### config.mk
export PLATFORM = sky130hd
export DESIGN_NAME = adc_serial_port
export DESIGN_NICKNAME = d
export VERILOG_FILES = /design/src/rtl/adc_ser_pkg.sv /design/src/rtl/ser_datapath.sv /design/src/rtl/ser_ctrl.sv /design/src/rtl/adc_serial_port.sv
export SDC_FILE = /design/constraint.sdc
export NUM_CORES = 1
export LEC_CHECK = 0
export BUFFER_PORTS_ARGS = -buffer_cell sky130_fd_sc_hd__buf_2
export CORE_UTILIZATION = 25
export CTS_BUF_LIST = sky130_fd_sc_hd__clkbuf_8
export CTS_CLUSTER_SIZE = 16
export DETAILED_ROUTE_END_ITERATION = 6
export PLACE_DENSITY_LB_ADDON = 0.2
export SLEW_MARGIN = 20
export SYNTH_ARGS = -nofsm -noshare
export SYNTH_HDL_FRONTEND = slang
export SYNTH_HIERARCHICAL = 1
export SYNTH_SLANG_ARGS = --single-unit
### constraint.sdc
create_clock -name clk -period 3.6 [get_ports clk]
set_input_delay 0.72 -clock clk [delete_from_list [all_inputs] [get_ports clk]]
set_output_delay 0.72 -clock clk [all_outputs]
set_load 0.02 [all_outputs]
### src/rtl/adc_ser_pkg.sv
package adc_ser_pkg;
  typedef struct packed {
    logic latch;    // store the formatted result
    logic loadNew;  // shift register takes the incoming result
    logic loadOld;  // shift register takes the stored result
    logic shift;    // advance the shift register by one bit
  } serStrobe_t;
endpackage

### src/rtl/ser_datapath.sv
module ser_datapath
  import adc_ser_pkg::*;
#(
  parameter int DATA_W = 16
) (
  input  logic              clk,
  input  logic              rstN,
  input  serStrobe_t        strb,
  input  logic              binaryFmt,
  input  logic [DATA_W-1:0] convResult,
  input  logic              sdinBit,
  output logic              msbOut
);
  logic [DATA_W-1:0] fmtWord;
  logic [DATA_W-1:0] resultQ;
  logic [DATA_W-1:0] shiftQ;

  // two's complement is the straight code with the top bit flipped
  assign fmtWord = binaryFmt ? convResult
                             : {~convResult[DATA_W-1], convResult[DATA_W-2:0]};

  always_ff @(posedge clk or negedge rstN) begin
    if (!rstN) begin
      resultQ <= '0;
      shiftQ  <= '0;
    end else begin
      if (strb.latch) resultQ <= fmtWord;
      if (strb.loadNew)      shiftQ <= fmtWord;
      else if (strb.loadOld) shiftQ <= resultQ;
      else if (strb.shift)   shiftQ <= {shiftQ[DATA_W-2:0], sdinBit};
    end
  end

  assign msbOut = shiftQ[DATA_W-1];
endmodule

### src/rtl/ser_ctrl.sv
module ser_ctrl
  import adc_ser_pkg::*;
#(
  parameter int DATA_W = 16,
  parameter int DIV_W  = 2
) (
  input  logic             clk,
  input  logic             rstN,
  input  logic             convStart,
  input  logic             convDone,
  input  logic             slaveMode,
  input  logic             readDuring,
  input  logic             invClk,
  input  logic             csN,
  input  logic [DIV_W-1:0] clkDiv,
  input  logic             extSclk,
  output serStrobe_t       strb,
  output logic             frameActive,
  output logic             sclkRaw,
  output logic             busy,
  output logic             rdError
);
  localparam int CNT_W  = $clog2(DATA_W);
  localparam int HALF_W = (1 << DIV_W) - 1;   // holds 2^maxcode - 1
  localparam int SCNT_W = $clog2(DATA_W + 1);

  logic [HALF_W-1:0] halfCnt, halfLast;
  logic [DIV_W-1:0]  divQ;
  logic              phaseQ;
  logic [CNT_W-1:0]  bitIdx;
  logic              masterStart, halfEnd, bitEnd;
  logic              sclkQ, sclkQQ, slaveEdge;
  logic [SCNT_W-1:0] sCnt;

  assign halfLast    = HALF_W'((1 << divQ) - 1);
  assign masterStart = !slaveMode && !frameActive &&
                       (readDuring ? convStart : convDone);
  assign halfEnd     = frameActive && (halfCnt == halfLast);
  assign bitEnd      = halfEnd && phaseQ;
  assign slaveEdge   = slaveMode && !csN &&
                       (sclkQ ^ invClk) && !(sclkQQ ^ invClk);

  always_comb begin
    strb.latch   = convDone;
    strb.loadNew = (slaveMode && convDone) || (masterStart && !readDuring);
    strb.loadOld = masterStart && readDuring;
    strb.shift   = bitEnd || (slaveEdge && !convDone);
  end

  // master frame timing
  always_ff @(posedge clk or negedge rstN) begin
    if (!rstN) begin
      frameActive <= 1'b0;
      halfCnt     <= '0;
      phaseQ      <= 1'b0;
      bitIdx      <= '0;
      divQ        <= '0;
    end else if (masterStart) begin
      frameActive <= 1'b1;
      halfCnt     <= '0;
      phaseQ      <= 1'b0;
      bitIdx      <= '0;
      divQ        <= readDuring ? '0 : clkDiv;
    end else if (frameActive) begin
      if (halfEnd) begin
        halfCnt <= '0;
        if (phaseQ) begin
          phaseQ <= 1'b0;
          if (bitIdx == CNT_W'(DATA_W - 1)) frameActive <= 1'b0;
          else                               bitIdx <= bitIdx + 1'b1;
        end else begin
          phaseQ <= 1'b1;
        end
      end else begin
        halfCnt <= halfCnt + 1'b1;
      end
    end
  end

  // slave clock sampling, read progress and error pulse
  always_ff @(posedge clk or negedge rstN) begin
    if (!rstN) begin
      sclkQ   <= 1'b0;
      sclkQQ  <= 1'b0;
      sCnt    <= '0;
      rdError <= 1'b0;
    end else begin
      sclkQ   <= extSclk;
      sclkQQ  <= sclkQ;
      rdError <= slaveMode && convDone && (sCnt != '0) &&
                 (sCnt < SCNT_W'(DATA_W));
      if (slaveMode && convDone)
        sCnt <= '0;
      else if (slaveEdge && (sCnt < SCNT_W'(DATA_W)))
        sCnt <= sCnt + 1'b1;
    end
  end

  always_ff @(posedge clk or negedge rstN) begin
    if (!rstN)          busy <= 1'b0;
    else if (convStart) busy <= 1'b1;
    else if (convDone)  busy <= 1'b0;
  end

  assign sclkRaw = frameActive && !phaseQ;
endmodule

### src/rtl/adc_serial_port.sv
module adc_serial_port
  import adc_ser_pkg::*;
#(
  parameter int DATA_W = 16,
  parameter int DIV_W  = 2
) (
  input  logic              clk,
  input  logic              rstN,
  input  logic              convStart,
  input  logic              convDone,
  input  logic [DATA_W-1:0] convResult,
  input  logic              slaveMode,
  input  logic              readDuring,
  input  logic              binaryFmt,
  input  logic              invClk,
  input  logic              invSync,
  input  logic [DIV_W-1:0]  clkDiv,
  input  logic              csN,
  input  logic              rdN,
  input  logic              extSclk,
  input  logic              sdin,
  output logic              sdout,
  output logic              sclkOut,
  output logic              sync,
  output logic              busy,
  output logic              rdError
);
  serStrobe_t strb;
  logic       frameActive, sclkRaw, msbOut, outEn;

  ser_ctrl #(.DATA_W(DATA_W), .DIV_W(DIV_W)) i_ctrl (
    .clk(clk), .rstN(rstN), .convStart(convStart), .convDone(convDone),
    .slaveMode(slaveMode), .readDuring(readDuring), .invClk(invClk),
    .csN(csN), .clkDiv(clkDiv), .extSclk(extSclk), .strb(strb),
    .frameActive(frameActive), .sclkRaw(sclkRaw), .busy(busy),
    .rdError(rdError)
  );

  ser_datapath #(.DATA_W(DATA_W)) i_dp (
    .clk(clk), .rstN(rstN), .strb(strb), .binaryFmt(binaryFmt),
    .convResult(convResult), .sdinBit(slaveMode && sdin), .msbOut(msbOut)
  );

  assign outEn   = !csN && !rdN;
  assign sdout   = outEn && msbOut && (slaveMode || frameActive);
  assign sync    = slaveMode ? invSync : ((outEn && frameActive) ^ invSync);
  assign sclkOut = slaveMode ? invClk : (sclkRaw ^ invClk);
endmodule

==> impl_metrics.json, run 1 <==
{
  "outcome": "complete, no violations",
  "tns_ps": 0,
  "final_hold_viol_count": 0,
  "crit_slowest_cell": "dfrtp_1",
  "dpl.hpwl_mm": 3.63,
  "cellLeakagePower_nw": 1.32,
  "clockBufferDepth": 2,
  "cap_violations": 0,
  "wl_mm": 5.25,
  "port_buffers": 35,
  "cts_buffers": 5,
  "syn-num-nets": 272,
  "cpPeakStageDelay_ps": 410,
  "viasPerCell": 4.28,
  "syn-instance-count": 237,
  "ys.flop_type": "dfrtp_1",
  "period_share_pct": 66.1,
  "clkLatencyLatePin_ps": 310,
  "syn2layout_area_growth_pct": 14.8,
  "core-area_um2": 10400,
  "maxClockFrequency_ghz": 0.420,
  "post_drt_wl_per_cell_um": 12.9,
  "grt_setup_unrepaired": "false",
  "final_nets": 304,
  "htree_levels": 2,
  "post_layout_nonfiller_instances": 406,
  "skew_ps": 7.29,
  "critPathMaxFanout": 16,
  "fp-row-count": 37,
  "die_w_um": 106,
  "path_cells": "or3_4 -> o22ai_2 -> o211ai_2 -> o21ai_2 -> buf_4 -> mux2_2 -> mux2i_1 -> o21ai_0",
  "postSynthAreaPerCell_um2": 11.3,
  "clk_pin_slew_ps": 100,
  "startpoint_type": "flip-flop",
  "cp-end-kind": "flip-flop",
  "die_h_um": 106,
  "worstSetupPathType": "flip-flop to flip-flop",
  "diodes": 0,
  "design.die.area_um2": 11200,
  "setup_violations": 0,
  "drc": 0,
  "place.gp.congestion": 0.658,
  "worstMarginPinSlew_ps": 552,
  "grt_max_degree": 37,
  "syn-cell-area_um2": 2690,
  "synth_seq_cells": 52,
  "postCtsHoldBufs": 0,
  "start_util_pct": 25.9,
  "yosysSeqAreaShare_pct": 48.5,
  "antenna_found_initial": 0,
  "drt_iter0_markers": 33,
  "tritoncts": "yes",
  "cp_data_required_time_ps": 3770,
  "rrSetupSlack_ps": 1220,
  "drive_gt1_share_pct": 33.0,
  "first_pass_iters": 3,
  "placed_cells": 398,
  "ir_drop_mv": 0.184,
  "grt-ovfl-total": 0,
  "power.density_nw_per_um2": 596,
  "min_period_ps": 2380,
  "postCtsSetupRepairBufs": 0,
  "num_vias": 1738,
  "io_pins": 36,
  "antenna_left": 0,
  "grt_pass1_vias": 1721,
  "cts_root_buf": "clkbuf_8",
  "track_usage_pct": 10.0,
  "grt_pass1_wl_mm": 8.78,
  "synth.distinct_cells": 45,
  "async_reset_ff_share_pct": 100,
  "ys_warn_count": 6,
  "hp-class": "primary input to async pin",
  "slew_viol_final": 0,
  "cts_sinks": 52,
  "arrival_ps": 2550,
  "slew_headroom_pct": 63.2,
  "cts_resized": 0,
  "synth_edf_count": 0
}
[cells in the final DEF, fill, tap and decap left out, types with 2 or more instances in the layout]
cell       n
dfrtp_1   52
buf_2     35
nand2_1   25
mux2_2    22
mux2i_1   19
o21ai_0   15
inv_1     10
mux2_4    10
o21ai_1   10
nor2_1     7
nand3_1    7
clkbuf_8   5
xnor2_1    4
ha_1       4
nand2b_1   3
xor2_1     3
nor3_1     3
a21oi_1    3
buf_4      3
nor3_2     2
nor2b_1    2
[synth_stat cells (2+ instances only)]
library cell / instances / area [um^2]
nand3_1: 7 / 35.0
ha_1: 4 / 50.1
mux2_2: 22 / 248
a21oi_1: 3 / 15.0
nor3_1: 4 / 20.0
buf_4: 2 / 15.0
nand2b_1: 3 / 18.8
xnor2_1: 4 / 35.0
nand2_1: 25 / 93.8
mux2i_1: 19 / 190
inv_1: 10 / 37.5
xor2_1: 3 / 26.3
mux2_4: 10 / 150
nor2_1: 7 / 26.3
nor2b_1: 2 / 12.5
o21ai_0: 16 / 80.1
buf_2: 3 / 15.0
clkbuf_1: 5 / 18.8
dfrtp_1: 52 / 1300
buf_6: 2 / 22.5
o21ai_1: 10 / 50.1
[path summary, 6_finish.rpt]
check	start	cells after the start	to
max in group asynchronous	rstN	2	i_ctrl/divQ[0]$_DFFE_PN0P_
max	i_ctrl/divQ[1]$_DFFE_PN0P_	8	i_dp/shiftQ[1]$_DFFE_PN0P_
max reg2reg	i_ctrl/divQ[1]$_DFFE_PN0P_	8	i_dp/shiftQ[1]$_DFFE_PN0P_
min in group clk	i_ctrl/sclkQ$_DFF_PN0_	0	i_ctrl/sclkQQ$_DFF_PN0_
min reg2reg	i_ctrl/sclkQ$_DFF_PN0_	0	i_ctrl/sclkQQ$_DFF_PN0_
min	rstN	1	i_dp/shiftQ[11]$_DFFE_PN0P_
[cells by family after synthesis]
| group | share of synthesized area (%) |
|---|---|
| xor+xnor | 2.28 |
| mux | 21.9 |
| simple gates | 11.7 |
| buf+inv | 4.80 |
| compound gates | 8.99 |
| flops | 48.5 |
| fa+ha+maj | 1.86 |
[metal layers]
layer,global-route usage [%],up-vias,share of wire [%]
met1,13.3,836,49
met2,16.4,16,48
met5,0,-,0
met3,1.73,6,1.8
met4,3.57,0,1.6
li1,-,880,-
[state kept, by name, summed over array words and instances, names as in the netlist]
name	flops
i_ctrl/busy	1
i_ctrl/sclkQ	1
i_ctrl/sCnt	5
i_dp/resultQ	16
i_dp/shiftQ	16
i_ctrl/sclkQQ	1
i_ctrl/divQ	2
i_ctrl/phaseQ	1
i_ctrl/halfCnt	3
i_ctrl/frameActive	1
i_ctrl/rdError	1
i_ctrl/bitIdx	4
[where the power goes]
group          switching (W)  total (W)  internal (W)  leakage, nW
logic               0.000262   0.000586      0.000324        0.634
registers           0.000113   0.000846      0.000732        0.636
clock network       0.000199   0.000405      0.000206       0.0541
total               0.000575    0.00184       0.00126         1.32
[final cells by class]
cell class,count,area [um^2]
fillers,1110,7290
flip-flops and latches,52,1300
multi-input cells,162,1260
repair buffers,38,198
well taps,136,170
clock buffers,5,68.8
clock inverters,3,42.5
inverters,10,37.5
[metrics by stage]
| step | hold slack, ps | setup slack (ps) | cell area (um^2) | util (%) | power, W |
|---|---|---|---|---|---|
| detailed placement | 377 | 1010 | 2970 | 28.6 | 0.00145 |
| floorplan | 360 | 1380 | 2690 | - | 0.00133 |
| global placement | 374 | 1060 | 2970 | 28.6 | 0.00145 |
| CTS | 319 | 1220 | 3080 | 29.7 | 0.00187 |
| finish | 314 | 1220 | 3080 | 29.7 | 0.00184 |
| global route | 334 | 1090 | 3080 | 29.7 | 0.00197 |
[worst max-delay path, delay by kind of cell, from the launching register on]
kind / cells / cell delay (ps)
and+or+nand+nor: 1 / 410
buffers and inverters: 1 / 290
DFF: 1 / 410
AOI/OAI and AO/OA: 4 / 640
muxes: 2 / 490
Power figures use the tool's default switching activity.
==> run 2: changes to the inputs <==
--- a/config.mk
+++ b/config.mk
@@ -5,6 +5,7 @@
 export SDC_FILE = /design/constraint.sdc
 export NUM_CORES = 1
 export LEC_CHECK = 0
+export ABC_AREA = 1
 export BUFFER_PORTS_ARGS = -buffer_cell sky130_fd_sc_hd__buf_2
 export CORE_UTILIZATION = 25
 export CTS_BUF_LIST = sky130_fd_sc_hd__clkbuf_8
==> constraint.sdc (replaced) <==
create_clock -name clk -period 2.2 [get_ports clk]
set_input_delay 0.44 -clock clk [delete_from_list [all_inputs] [get_ports clk]]
set_output_delay 0.44 -clock clk [all_outputs]
set_load 0.02 [all_outputs]
==> run 2 against run 1 <==
Net effect:
- sequential power grew 70%
- synthesized cell count grew 58%
- combinational power grew 100%
- highest routed layer unchanged
- largest power group unchanged
- via count grew 38%
- register-to-register slack lost 1000 ps
- critical endpoint is now i_dp/shiftQ[13]$_DFFE_PN0P_
- final area grew 4.3%
==> impl_metrics.json, run 2 <==
{
  "setup_violations": 0,
  "clockBufferDepth": 2,
  "synth-compound-area-share_pct": 3.84,
  "ys.flop_type": "dfrtp_1",
  "syn-cell-area_um2": 2800,
  "arrival_ps": 2230,
  "drt_iter0_markers": 123,
  "rrSetupSlack_ps": 200,
  "grt_pass1_wl_mm": 11.4,
  "fillers": 1181,
  "synth_edf_count": 0,
  "grt_max_degree": 53,
  "cpPeakStageDelay_ps": 490,
  "synthXorXnorAreaFrac_pct": 1.56,
  "synthTopCellsByArea": "dfrtp_1, nand2_1, nand3_1, inv_1, nor2_1",
  "start_util_pct": 25.7,
  "cp_data_required_time_ps": 2430,
  "syn-num-nets": 409,
  "final_hold_viol_count": 0,
  "skew_ps": 6.94,
  "holdWs_ps": 106,
  "io_pins": 36,
  "startpoint_type": "flip-flop",
  "grt_pass1_vias": 2374,
  "cap_violations": 0,
  "ir_drop_mv": 0.263,
  "grt-ovfl-total": 0,
  "mostFrequentLayoutCells": "nand2_1, dfrtp_1, nand3_1",
  "antenna_found_initial": 0,
  "core-area_um2": 10900,
  "worstMarginPinSlew_ps": 516,
  "synth_area_leader_cell": "dfrtp_1",
  "r2r-start": "i_ctrl/frameActive$_DFF_PN0_",
  "outcome": "complete, no violations",
  "yosys.area_share.simple_pct": 37.6,
  "reg.largest.list": "i_dp/resultQ: 16 flops, i_dp/shiftQ: 16 flops, i_ctrl/sCnt: 5 flops",
  "met3WireLength_um": 200,
  "ys_warn_count": 6,
  "worstSetupPathType": "flip-flop to flip-flop",
  "cp-end-kind": "flip-flop",
  "syn2layout_area_growth_pct": 14.8,
  "post_drt_wl_per_cell_um": 11.8,
  "first_pass_iters": 4,
  "track_usage_pct": 12.4,
  "min_period_ps": 2000,
  "fp-row-count": 38,
  "path_cells": "nor2_2 -> o211ai_2 -> inv_2 -> nand2_1 -> inv_1 -> nor2_8 -> nor2_4 -> nand2_1 -> nand3_1",
  "design.die.area_um2": 11600,
  "maxClockFrequency_ghz": 0.500,
  "cts_root_buf": "clkbuf_8",
  "async_reset_ff_share_pct": 100,
  "die_h_um": 108,
  "htree_levels": 2,
  "yosysMostFrequentCell": "nand2_1",
  "synth-adder-area-share_pct": 1.79,
  "port_buffers": 35,
  "cp-startpoint": "i_ctrl/frameActive$_DFF_PN0_",
  "cellLeakagePower_nw": 1.78,
  "slew_headroom_pct": 65.6,
  "ys_top_cells_by_count": "nand2_1, dfrtp_1, nand3_1",
  "cts_sinks": 52,
  "drc": 0,
  "crit_slowest_cell": "dfrtp_1",
  "antenna_left": 0,
  "postCtsHoldBufs": 0,
  "slew_viol_final": 0,
  "cts_buffers": 5,
  "synth.distinct_cells": 27,
  "dpl.hpwl_mm": 4.68,
  "worst-path-buf-inv": 2,
  "synthMuxAreaShare_pct": 0,
  "cp_common_cell": "nand2_1",
  "viasPerCell": 4.34,
  "wl_mm": 6.54,
  "postSynthAreaPerCell_um2": 7.48,
  "clk_pin_slew_ps": 90,
  "clkLatencyLatePin_ps": 300,
  "grt_setup_unrepaired": "false",
  "diodes": 0,
  "num_vias": 2395,
  "hp-class": "primary input to async pin",
  "synth_top_area_share_pct": 46.5,
  "final_nets": 447,
  "yosysSeqAreaShare_pct": 46.5,
  "dr_wl_met2_mm": 3.15,
  "postCtsSetupRepairBufs": 0,
  "crit_cells": 9,
  "met1_length_mm": 3.10,
  "top_layer_used": "met4",
  "r2r_end": "i_dp/shiftQ[13]$_DFFE_PN0P_",
  "power.density_nw_per_um2": 971,
  "place.gp.congestion": 0.759,
  "tns_ps": 0,
  "tritoncts": "yes",
  "endpoint": "i_dp/shiftQ[13]$_DFFE_PN0P_",
  "drive_gt1_share_pct": 17.2,
  "synth_seq_cells": 52,
  "reg2regPathDepth": 9,
  "critPathMaxFanout": 17,
  "critPathTopFamily": "simple AND/OR/NAND/NOR gates",
  "synth_top_family_by_area": "simple AND/OR/NAND/NOR gates",
  "syn-instance-count": 374,
  "final_common_cell": "nand2_1",
  "die_w_um": 108,
  "period_share_pct": 90.9
}
run 2: cell count changes after synthesis, sizes merged, moves of 11 or more:
cell	before	now
mux2	32	0
nor2	8	19
nand2	25	169
nand3	7	51
inv	10	37
o21ai	26	10
mux2i	19	0
run 2: final cells by class:
class                      instances  area (um^2)  share of cell area, %
clock buffer                       5         68.8                   2.14
clock inverter                     2         8.76                  0.272
inverter                          37          139                   4.32
multi-input combinational        271         1260                   39.2
sequential                        52         1300                   40.5
tap                              140          175                   5.45
timing repair buffer              45          263                   8.17
run 2: report_power, final:
part / switching (W) / total [W] / internal [W]
clock network: 0.000298 / 0.000511 / 0.000213
registers: 0.000211 / 0.00144 / 0.00123
logic: 0.000701 / 0.00117 / 0.000470
run 2: logic make-up after synthesis:
| logic type | after synthesis |
|---|---|
| AO/OA/AOI/OAI | 16 |
| XOR/XNOR | 5 |
| adder cells (fa/ha/maj) | 4 |
| buffers and inverters | 51 |
| flip-flops | 52 |
| AND/OR/NAND/NOR | 246 |
run 2: routing by layer:
| metal | global-route usage [%] | up-vias |
|---|---|---|
| met3 | 2.42 | 6 |
| met4 | 3.42 | 0 |
| met1 | 15.8 | 1122 |
| met5 | 0 | - |
| met2 | 21.1 | 29 |
| li1 | - | 1238 |
run 2: timing repair:
item                                    in CTS  in global routing
endpoints found under the setup margin       0                  9
gates resized for setup                      0                  1
hold endpoints to repair                     0                  0
run 2: stage by stage:
step / setup WS (ps) / instance area [um^2] / std cells / util (%) / power [W]
2_1_floorplan: 419 / 2800 / 374 / - / 0.00234
3_3_place_gp: 154 / 3130 / 545 / 28.8 / 0.00261
3_5_place_dp: 75.9 / 3130 / 545 / 28.8 / 0.00264
4_1_cts: 170 / 3210 / 552 / 29.5 / 0.00317
5_1_grt: 22.1 / 3210 / 552 / 29.5 / 0.00345
6_report: 200 / 3210 / 552 / 29.5 / 0.00312
run 2: worst reg2reg max path: stages (launching register included):
cell	delay (ps)
dfrtp_1	490
nor2_2	150
o211ai_2	130
inv_2	160
nand2_1	100
inv_1	230
nor2_8	130
nor2_4	350
nand2_1	90
nand3_1	100
run 2: how the worst min path moves through the flow:
stage                           start  cells after the start                      endpoint  slack [ps]
6_report                         rstN                      2   i_dp/resultQ[8]$_DFFE_PN0P_         110
5_1_grt                          rstN                      2   i_dp/resultQ[7]$_DFFE_PN0P_         140
3_5_place_dp   i_ctrl/sclkQ$_DFF_PN0_                      0       i_ctrl/sclkQQ$_DFF_PN0_         400
2_1_floorplan                    rstN                      0  i_ctrl/bitIdx[0]$_DFFE_PN0P_         140
3_3_place_gp   i_ctrl/sclkQ$_DFF_PN0_                      0       i_ctrl/sclkQQ$_DFF_PN0_         390
4_1_cts                          rstN                      2   i_dp/resultQ[8]$_DFFE_PN0P_         120
